$ cat src/rtl/fsi_pkg.sv
package fsi_pkg;

    localparam int unsigned DEF_DEPTH  = 16;
    localparam int unsigned DEF_STAGES = 2;

    typedef enum logic {
        XFER_TO_PORT   = 1'b0,
        XFER_FROM_PORT = 1'b1
    } xfer_dir_e;

    typedef struct packed {
        logic      enable;
        logic      mask;
        logic      dma;
        xfer_dir_e dir;
    } svc_cfg_t;

    typedef struct packed {
        logic fault_n;
        logic ack_n;
    } port_pins_t;

    typedef struct packed {
        logic fault;
        logic ack;
    } pin_evt_t;

    // Idle level of the port pins, used as synchronizer reset value
    localparam port_pins_t PINS_IDLE = '{fault_n: 1'b1, ack_n: 1'b1};

    function automatic logic any_evt(input pin_evt_t e);
        return e.fault | e.ack;
    endfunction

endpackage

$ cat src/rtl/fsi_pin_sync.sv
module fsi_pin_sync #(
    parameter int unsigned WIDTH   = 2,
    parameter int unsigned STAGES  = 2,
    parameter logic [WIDTH-1:0] RST_VAL = '1
) (
    input  logic             clk,
    input  logic             rst,
    input  logic [WIDTH-1:0] d_async,
    output logic [WIDTH-1:0] q_sync
);

    logic [WIDTH-1:0] chain [STAGES];

    generate
        for (genvar s = 0; s < STAGES; s++) begin : g_stage
            if (s == 0) begin : g_first
                always_ff @(posedge clk) begin
                    if (rst) chain[s] <= RST_VAL;
                    else     chain[s] <= d_async;
                end
            end else begin : g_next
                always_ff @(posedge clk) begin
                    if (rst) chain[s] <= RST_VAL;
                    else     chain[s] <= chain[s-1];
                end
            end
        end
    endgenerate

    assign q_sync = chain[STAGES-1];

endmodule

$ cat src/rtl/fsi_thresh.sv
module fsi_thresh
    import fsi_pkg::*;
#(
    parameter int unsigned DEPTH = DEF_DEPTH,
    localparam int unsigned CNT_W = $clog2(DEPTH + 1),
    localparam int unsigned THR_W = $clog2(DEPTH)
) (
    input  svc_cfg_t         cfg,
    input  logic [THR_W-1:0] thr_code,
    input  logic [CNT_W-1:0] level,
    output logic             met
);

    localparam logic [CNT_W-1:0] DEPTH_C = CNT_W'(DEPTH);

    logic [CNT_W-1:0] thr_eff;
    logic [CNT_W-1:0] free_cnt;
    logic             fill_ok;
    logic             free_ok;

    always_comb begin
        thr_eff  = CNT_W'(thr_code) + CNT_W'(1);
        free_cnt = (level >= DEPTH_C) ? '0 : (DEPTH_C - level);
        fill_ok  = (level >= thr_eff);
        free_ok  = (free_cnt >= thr_eff);
        unique case (cfg.dir)
            XFER_FROM_PORT: met = cfg.enable & fill_ok;
            default:        met = cfg.enable & free_ok;
        endcase
    end

endmodule

$ cat src/rtl/fsi_svc_latch.sv
module fsi_svc_latch
    import fsi_pkg::*;
(
    input  logic     clk,
    input  logic     rst,
    input  svc_cfg_t cfg,
    input  logic     thr_met,
    input  logic     dma_tc,
    output logic     status,
    output logic     dma_req_en
);

    logic set_cond;

    always_comb begin
        if (!cfg.enable || cfg.mask) set_cond = 1'b0;
        else if (cfg.dma)            set_cond = dma_tc;
        else                         set_cond = thr_met;
    end

    always_ff @(posedge clk) begin
        if (rst)           status <= 1'b0;
        else if (cfg.mask) status <= 1'b0;
        else if (set_cond) status <= 1'b1;
    end

    assign dma_req_en = cfg.enable & cfg.dma & ~cfg.mask;


    a_r4_mask_clears: assert property (@(posedge clk) disable iff (rst)
        cfg.mask |=> !status);


    a_r7_status_holds: assert property (@(posedge clk) disable iff (rst)
        (status && !cfg.mask) |=> status);


    a_r8_disabled_no_set: assert property (@(posedge clk) disable iff (rst)
        (!cfg.enable && !status) |=> !status);


    a_r5_dma_needs_tc: assert property (@(posedge clk) disable iff (rst)
        (cfg.dma && !dma_tc && !status) |=> !status);

endmodule

$ cat src/rtl/fsi_pin_events.sv
module fsi_pin_events
    import fsi_pkg::*;
(
    input  logic       clk,
    input  logic       rst,
    input  port_pins_t pins,
    input  logic       err_dis,
    input  logic       ack_en,
    input  logic       clr,
    output pin_evt_t   pend
);

    port_pins_t pins_q;
    logic       err_dis_q;
    pin_evt_t   hit;

    always_ff @(posedge clk) begin
        if (rst) begin
            pins_q    <= PINS_IDLE;
            err_dis_q <= 1'b0;
        end else begin
            pins_q    <= pins;
            err_dis_q <= err_dis;
        end
    end

    always_comb begin
        hit.fault = ~err_dis & ((pins_q.fault_n & ~pins.fault_n) |
                                (err_dis_q & ~pins.fault_n));
        hit.ack   = ack_en & ~pins_q.ack_n & pins.ack_n;
    end

    always_ff @(posedge clk) begin
        if (rst) begin
            pend <= '0;
        end else begin
            pend.fault <= hit.fault | (pend.fault & ~clr);
            pend.ack   <= hit.ack   | (pend.ack   & ~clr);
        end
    end


    a_r12_clear_empties: assert property (@(posedge clk) disable iff (rst)
        (clr && !any_evt(hit)) |=> (pend == '0));


    a_r11_ack_needs_enable: assert property (@(posedge clk) disable iff (rst)
        $rose(pend.ack) |-> $past(ack_en));


    a_r10_fault_blocked: assert property (@(posedge clk) disable iff (rst)
        (err_dis && !pend.fault) |=> !pend.fault);

endmodule

$ cat src/rtl/fifo_svc_irq_ctrl.sv
module fifo_svc_irq_ctrl
    import fsi_pkg::*;
#(
    parameter int unsigned DEPTH       = DEF_DEPTH,
    parameter int unsigned SYNC_STAGES = DEF_STAGES,
    localparam int unsigned CNT_W = $clog2(DEPTH + 1),
    localparam int unsigned THR_W = $clog2(DEPTH)
) (
    input  logic             clk,
    input  logic             rst,
    input  logic             fifo_en,
    input  logic             svc_mask,
    input  logic             dma_en,
    input  logic             dir_read,
    input  logic [THR_W-1:0] thr_code,
    input  logic [CNT_W-1:0] fifo_level,
    input  logic             dma_tc,
    input  logic             fault_n_in,
    input  logic             ack_n_in,
    input  logic             err_irq_dis,
    input  logic             ack_irq_en,
    input  logic             pin_evt_clr,
    output logic             irq,
    output logic             svc_status,
    output logic             dma_req_en
);

    svc_cfg_t   cfg;
    port_pins_t pins_raw;
    port_pins_t pins_sync;
    pin_evt_t   pend;
    logic       thr_met;

    always_comb begin
        cfg.enable = fifo_en;
        cfg.mask   = svc_mask;
        cfg.dma    = dma_en;
        cfg.dir    = dir_read ? XFER_FROM_PORT : XFER_TO_PORT;
        pins_raw.fault_n = fault_n_in;
        pins_raw.ack_n   = ack_n_in;
    end

    fsi_pin_sync #(
        .WIDTH   ($bits(port_pins_t)),
        .STAGES  (SYNC_STAGES),
        .RST_VAL (PINS_IDLE)
    ) u_sync (
        .clk     (clk),
        .rst     (rst),
        .d_async (pins_raw),
        .q_sync  (pins_sync)
    );

    fsi_thresh #(.DEPTH(DEPTH)) u_thresh (
        .cfg      (cfg),
        .thr_code (thr_code),
        .level    (fifo_level),
        .met      (thr_met)
    );

    fsi_svc_latch u_svc (
        .clk        (clk),
        .rst        (rst),
        .cfg        (cfg),
        .thr_met    (thr_met),
        .dma_tc     (dma_tc),
        .status     (svc_status),
        .dma_req_en (dma_req_en)
    );

    fsi_pin_events u_pins (
        .clk     (clk),
        .rst     (rst),
        .pins    (pins_sync),
        .err_dis (err_irq_dis),
        .ack_en  (ack_irq_en),
        .clr     (pin_evt_clr),
        .pend    (pend)
    );

    assign irq = svc_status | any_evt(pend);


    a_r12_irq_follows_sources: assert property (@(posedge clk) disable iff (rst)
        (!svc_status && !$past(svc_status) && $stable(pin_evt_clr) && !pin_evt_clr && $past(!irq)
         && !$past(ack_irq_en) && $past(err_irq_dis) && err_irq_dis) |-> !irq);

endmodule

$ cat config.mk
export PLATFORM = sky130hd
export DESIGN_NAME = fifo_svc_irq_ctrl
export DESIGN_NICKNAME = d
export VERILOG_FILES = /design/src/rtl/fsi_pkg.sv /design/src/rtl/fsi_pin_sync.sv /design/src/rtl/fsi_thresh.sv /design/src/rtl/fsi_svc_latch.sv /design/src/rtl/fsi_pin_events.sv /design/src/rtl/fifo_svc_irq_ctrl.sv
export SDC_FILE = /design/constraint.sdc
export NUM_CORES = 1
export LEC_CHECK = 0
export BUFFER_PORTS_ARGS = -buffer_cell sky130_fd_sc_hd__buf_2
export CORE_AREA = 2 2 39 41
export CTS_BUF_LIST = sky130_fd_sc_hd__clkbuf_4
export DETAILED_ROUTE_END_ITERATION = 8
export DIE_AREA = 0 0 41 43
export MAX_ROUTING_LAYER = met4
export PLACE_DENSITY = 0.8
export SLEW_MARGIN = 20
export SYNTH_ARGS = -nofsm -noshare
export SYNTH_HDL_FRONTEND = slang
export SYNTH_HIERARCHICAL = 1
export SYNTH_SLANG_ARGS = --single-unit
$ cat constraint.sdc
create_clock -name clk -period 6 [get_ports clk]
set_clock_uncertainty 0.15 [all_clocks]
set_input_delay 0.6 -clock clk [delete_from_list [all_inputs] [get_ports clk]]
set_output_delay 0.6 -clock clk [all_outputs]
set_load 0.02 [all_outputs]
==> key figures <==
Clock network
  – TritonCTS Sinks: 10
  – Clock Latency Late Sink: 0.27 ns
  – CTS tree: done
  – Longest Clk Path Bufs: 2
  – Clk slew on worst S/H paths: 0.07 ns
  – Clock root buffer: clkbuf_4
  – Post-CTS Hold Fix Bufs: 0
  – CTS H-tree lvls: 1
  – CTS Buf Count: 3
  – Post-cts sizing count: 0
  – Setup repair bufs after CTS: 0

Timing
  – Max-slew headroom: 0.838
  – Final Max Tran Viols: 0
  – Final Hold Viols: 0
  – Fin Setup TNS: 0 ns
  – Final setup violation count: 0
  – Min Tclk post-route: 2.81 ns
  – F_max: 356 MHz
  – RSZ-0062 raised after global routing: false
  – Tcrit/Tclk final: 0.469
  – Worst hold slack: 0.271 ns
  – Worst slew pin tran: 0.241 ns

Drt
  – Vias: 602
  – DRT iter0 DRCs: 2
  – Wire length per cell: 10.9 um
  – DR vias/cell: 5.02
  – Routed WL: 1310 um
  – First-pass DRT Iterations: 4
  – Residual DRC count: 0
  – Antenna Violating Nets Remaining: 0

Floorplanning
  – Width of the die: 41 um
  – Die area: 1760 um^2
  – Initial Util: 0.500
  – Core Area: 1380 um^2
  – Row count: 14
  – Chip height: 43 um
  – Top Ports: 24

Critical path
  – Critical path required time: 6.01 ns
  – Critical-path cell with the highest stage delay: ha_1
  – Cell mode on critical path: ha_1
  – Worst-path fanout max: 5
  – Startpoint types: input pin
  – Crit-path leading delay family: adder cells
  – CP endpoint kind: flop
  – Max incr delay on CP: 0.31 ns
  – Crit path arrival time: 2.82 ns
  – Reg2Reg Setup Slack: 5.16 ns
  – Crit Path Class: in2reg
  – Crit path buf inv count: 2
  – CP Cell Sequence: buf_2 -> inv_1 -> ha_1 -> nor3b_1 -> ha_1 -> a21oi_2 -> and2_2 -> ha_1 -> a211o_1 -> nand2_1 -> a22oi_1 -> mux2_1 -> a22o_1

Cells and area
  – Area growth, synth to finish: 23.3%
  – Layout cell share with drive strength beyond 1: 0.298
  – Filler cells: 123
  – Layout Nets: 139
  – Final instance area: 853 um^2
  – Layout Cells excl Fill: 120
  – Antenna Cells: 0

Global route
  – Initial antenna violation count: 0
  – GRT Residual Overflow: 0
  – First-pass GRT wire length: 2180 um
  – Grt peak-use layer: met2
  – Global Route met2 Usage: 0.291
  – Met1 usage in global routing: 0.206
  – Met3 global-route usage: 0.0471
  – Tot GR Track Use: 0.186
  – Pin count of the biggest net entering global routing: 12
  – Vias in the first global route: 564

Synthesis
  – Avg Synthesized Cell Area: 8.99 um^2
  – Unique cell type count in the Yosys netlist: 28
  – Synth Instances: 77
  – Area share of the largest cell type after synthesis: 0.289
  – Post-synth top cells: ha_1, dfxtp_1, or2_1
  – Synth area leader: dfxtp_1
  – Synth area leaders: dfxtp_1, ha_1, or2_1
  – Syn Nets: 111
  – Sequential-to-total area share from yosys stat: 0.289
  – Main flop type after synthesis: dfxtp_1
  – Synth Warn #: 6
  – FF+latch count, synth: 10
  – EDFF count, synth: 0
  – Top-count cell post-synth: ha_1
  – Post-synth ARST share: 0
  – Syn Std Cell Area: 692 um^2

Pwr
  – P_leak: 0.420 nW
  – Power per cell area: 187 nW/um^2
  – Worst VDD drop: 0.0842 mV

Status
  – Outcome: finished clean

Placement
  – Placed Area: 827 um^2
  – Placed insts: 116
  – Port Buffer Count: 23
  – HPWL Detailed: 1110 um
  – GP Congestion: 0.767

Job
  – Max_cap viols: 0

Hold path
  – Hold Path Class: reg2reg
cell families (layout without fill, tap and decap cells):
logic type / count (synthesis) / count (layout) / synth area share
mux: 1 / 1 / 0.0163
fa+ha+maj: 13 / 13 / 0.235
xor+xnor: 3 / 3 / 0.0380
flops: 10 / 10 / 0.289
compound gates: 13 / 13 / 0.121
buf+inv: 5 / 32 / 0.0271
simple gates: 32 / 32 / 0.273
through the flow:
step	util	power, W	setup WS [ns]
floorplan	-	0.0000958	3.22
global placement	0.598	0.000109	3.00
detailed placement	0.598	0.000112	2.91
CTS	0.617	0.000161	3.19
global route	0.617	0.000170	2.96
finish	0.617	0.000159	3.19
flip-flops by register name (all words and copies together), names as in the netlist:
signal / cells
u_svc/status: 1
u_pins/pend: 2
u_sync/chain: 4
u_pins/pins_q: 2
u_pins/err_dis_q: 1
worst register-to-register path, cell delays in order, from the launching register on:
cell and delay (ns):
dfxtp_1 0.31, nor2_1 0.11, o21ai_1 0.07, a21oi_1 0.13
final timing paths:
path / from / end / depth (start not counted)
setup / recovery: fifo_level[0] / u_svc/status / 13
hold / removal: u_sync/chain[0][1] / u_sync/chain[1][1] / 1
setup reg to reg: u_sync/chain[1][1] / u_pins/pend[1] / 3
hold reg to reg: u_sync/chain[0][1] / u_sync/chain[1][1] / 1
routing by layer:
metal | routed length (um) | share of wire
met1 | 591 | 0.45
met2 | 624 | 0.48
met3 | 78 | 0.059
met4 | 18 | 0.014
met5 | 0 | 0
area by class of cell:
cell class,instances,area (um^2),share of cell area
clock buffer,3,22.5,0.0264
clock inverter,1,3.75,0.00440
inverter,5,18.8,0.0220
multi-input combinational,62,473,0.554
sequential,10,200,0.235
tap,16,20.0,0.0235
timing repair buffer,23,115,0.135
where the power goes:
| part | total, W | leakage [nW] | internal [W] | switching (W) |
|---|---|---|---|---|
| Combinational | 0.0000407 | 0.323 | 0.0000201 | 0.0000206 |
| Clock | 0.0000488 | 0.0154 | 0.0000241 | 0.0000247 |
| Sequential | 0.0000697 | 0.0822 | 0.0000689 | 0.000000873 |
| Total | 0.000159 | 0.420 | 0.000113 | 0.0000463 |
cell usage in the layout (no fill, tap or decap), drive strengths merged:
master  instances
ha             13
nand2b          2
nand2           5
nand4           1
xor2            1
a211o           1
nor2            3
nand3           3
a22o            1
and3            1
o31ai           1
o21ai           3
a21oi           5
clkinv          1
inv             5
buf            23
or4             1
or3             1
dfxtp          10
xnor2           2
and2            3
nand3b          1
a22oi           1
or2             6
nor3b           2
mux2            1
clkbuf          3
nor2b           3
a211oi          1
Note: power is estimated with default switching activity, not from simulation.
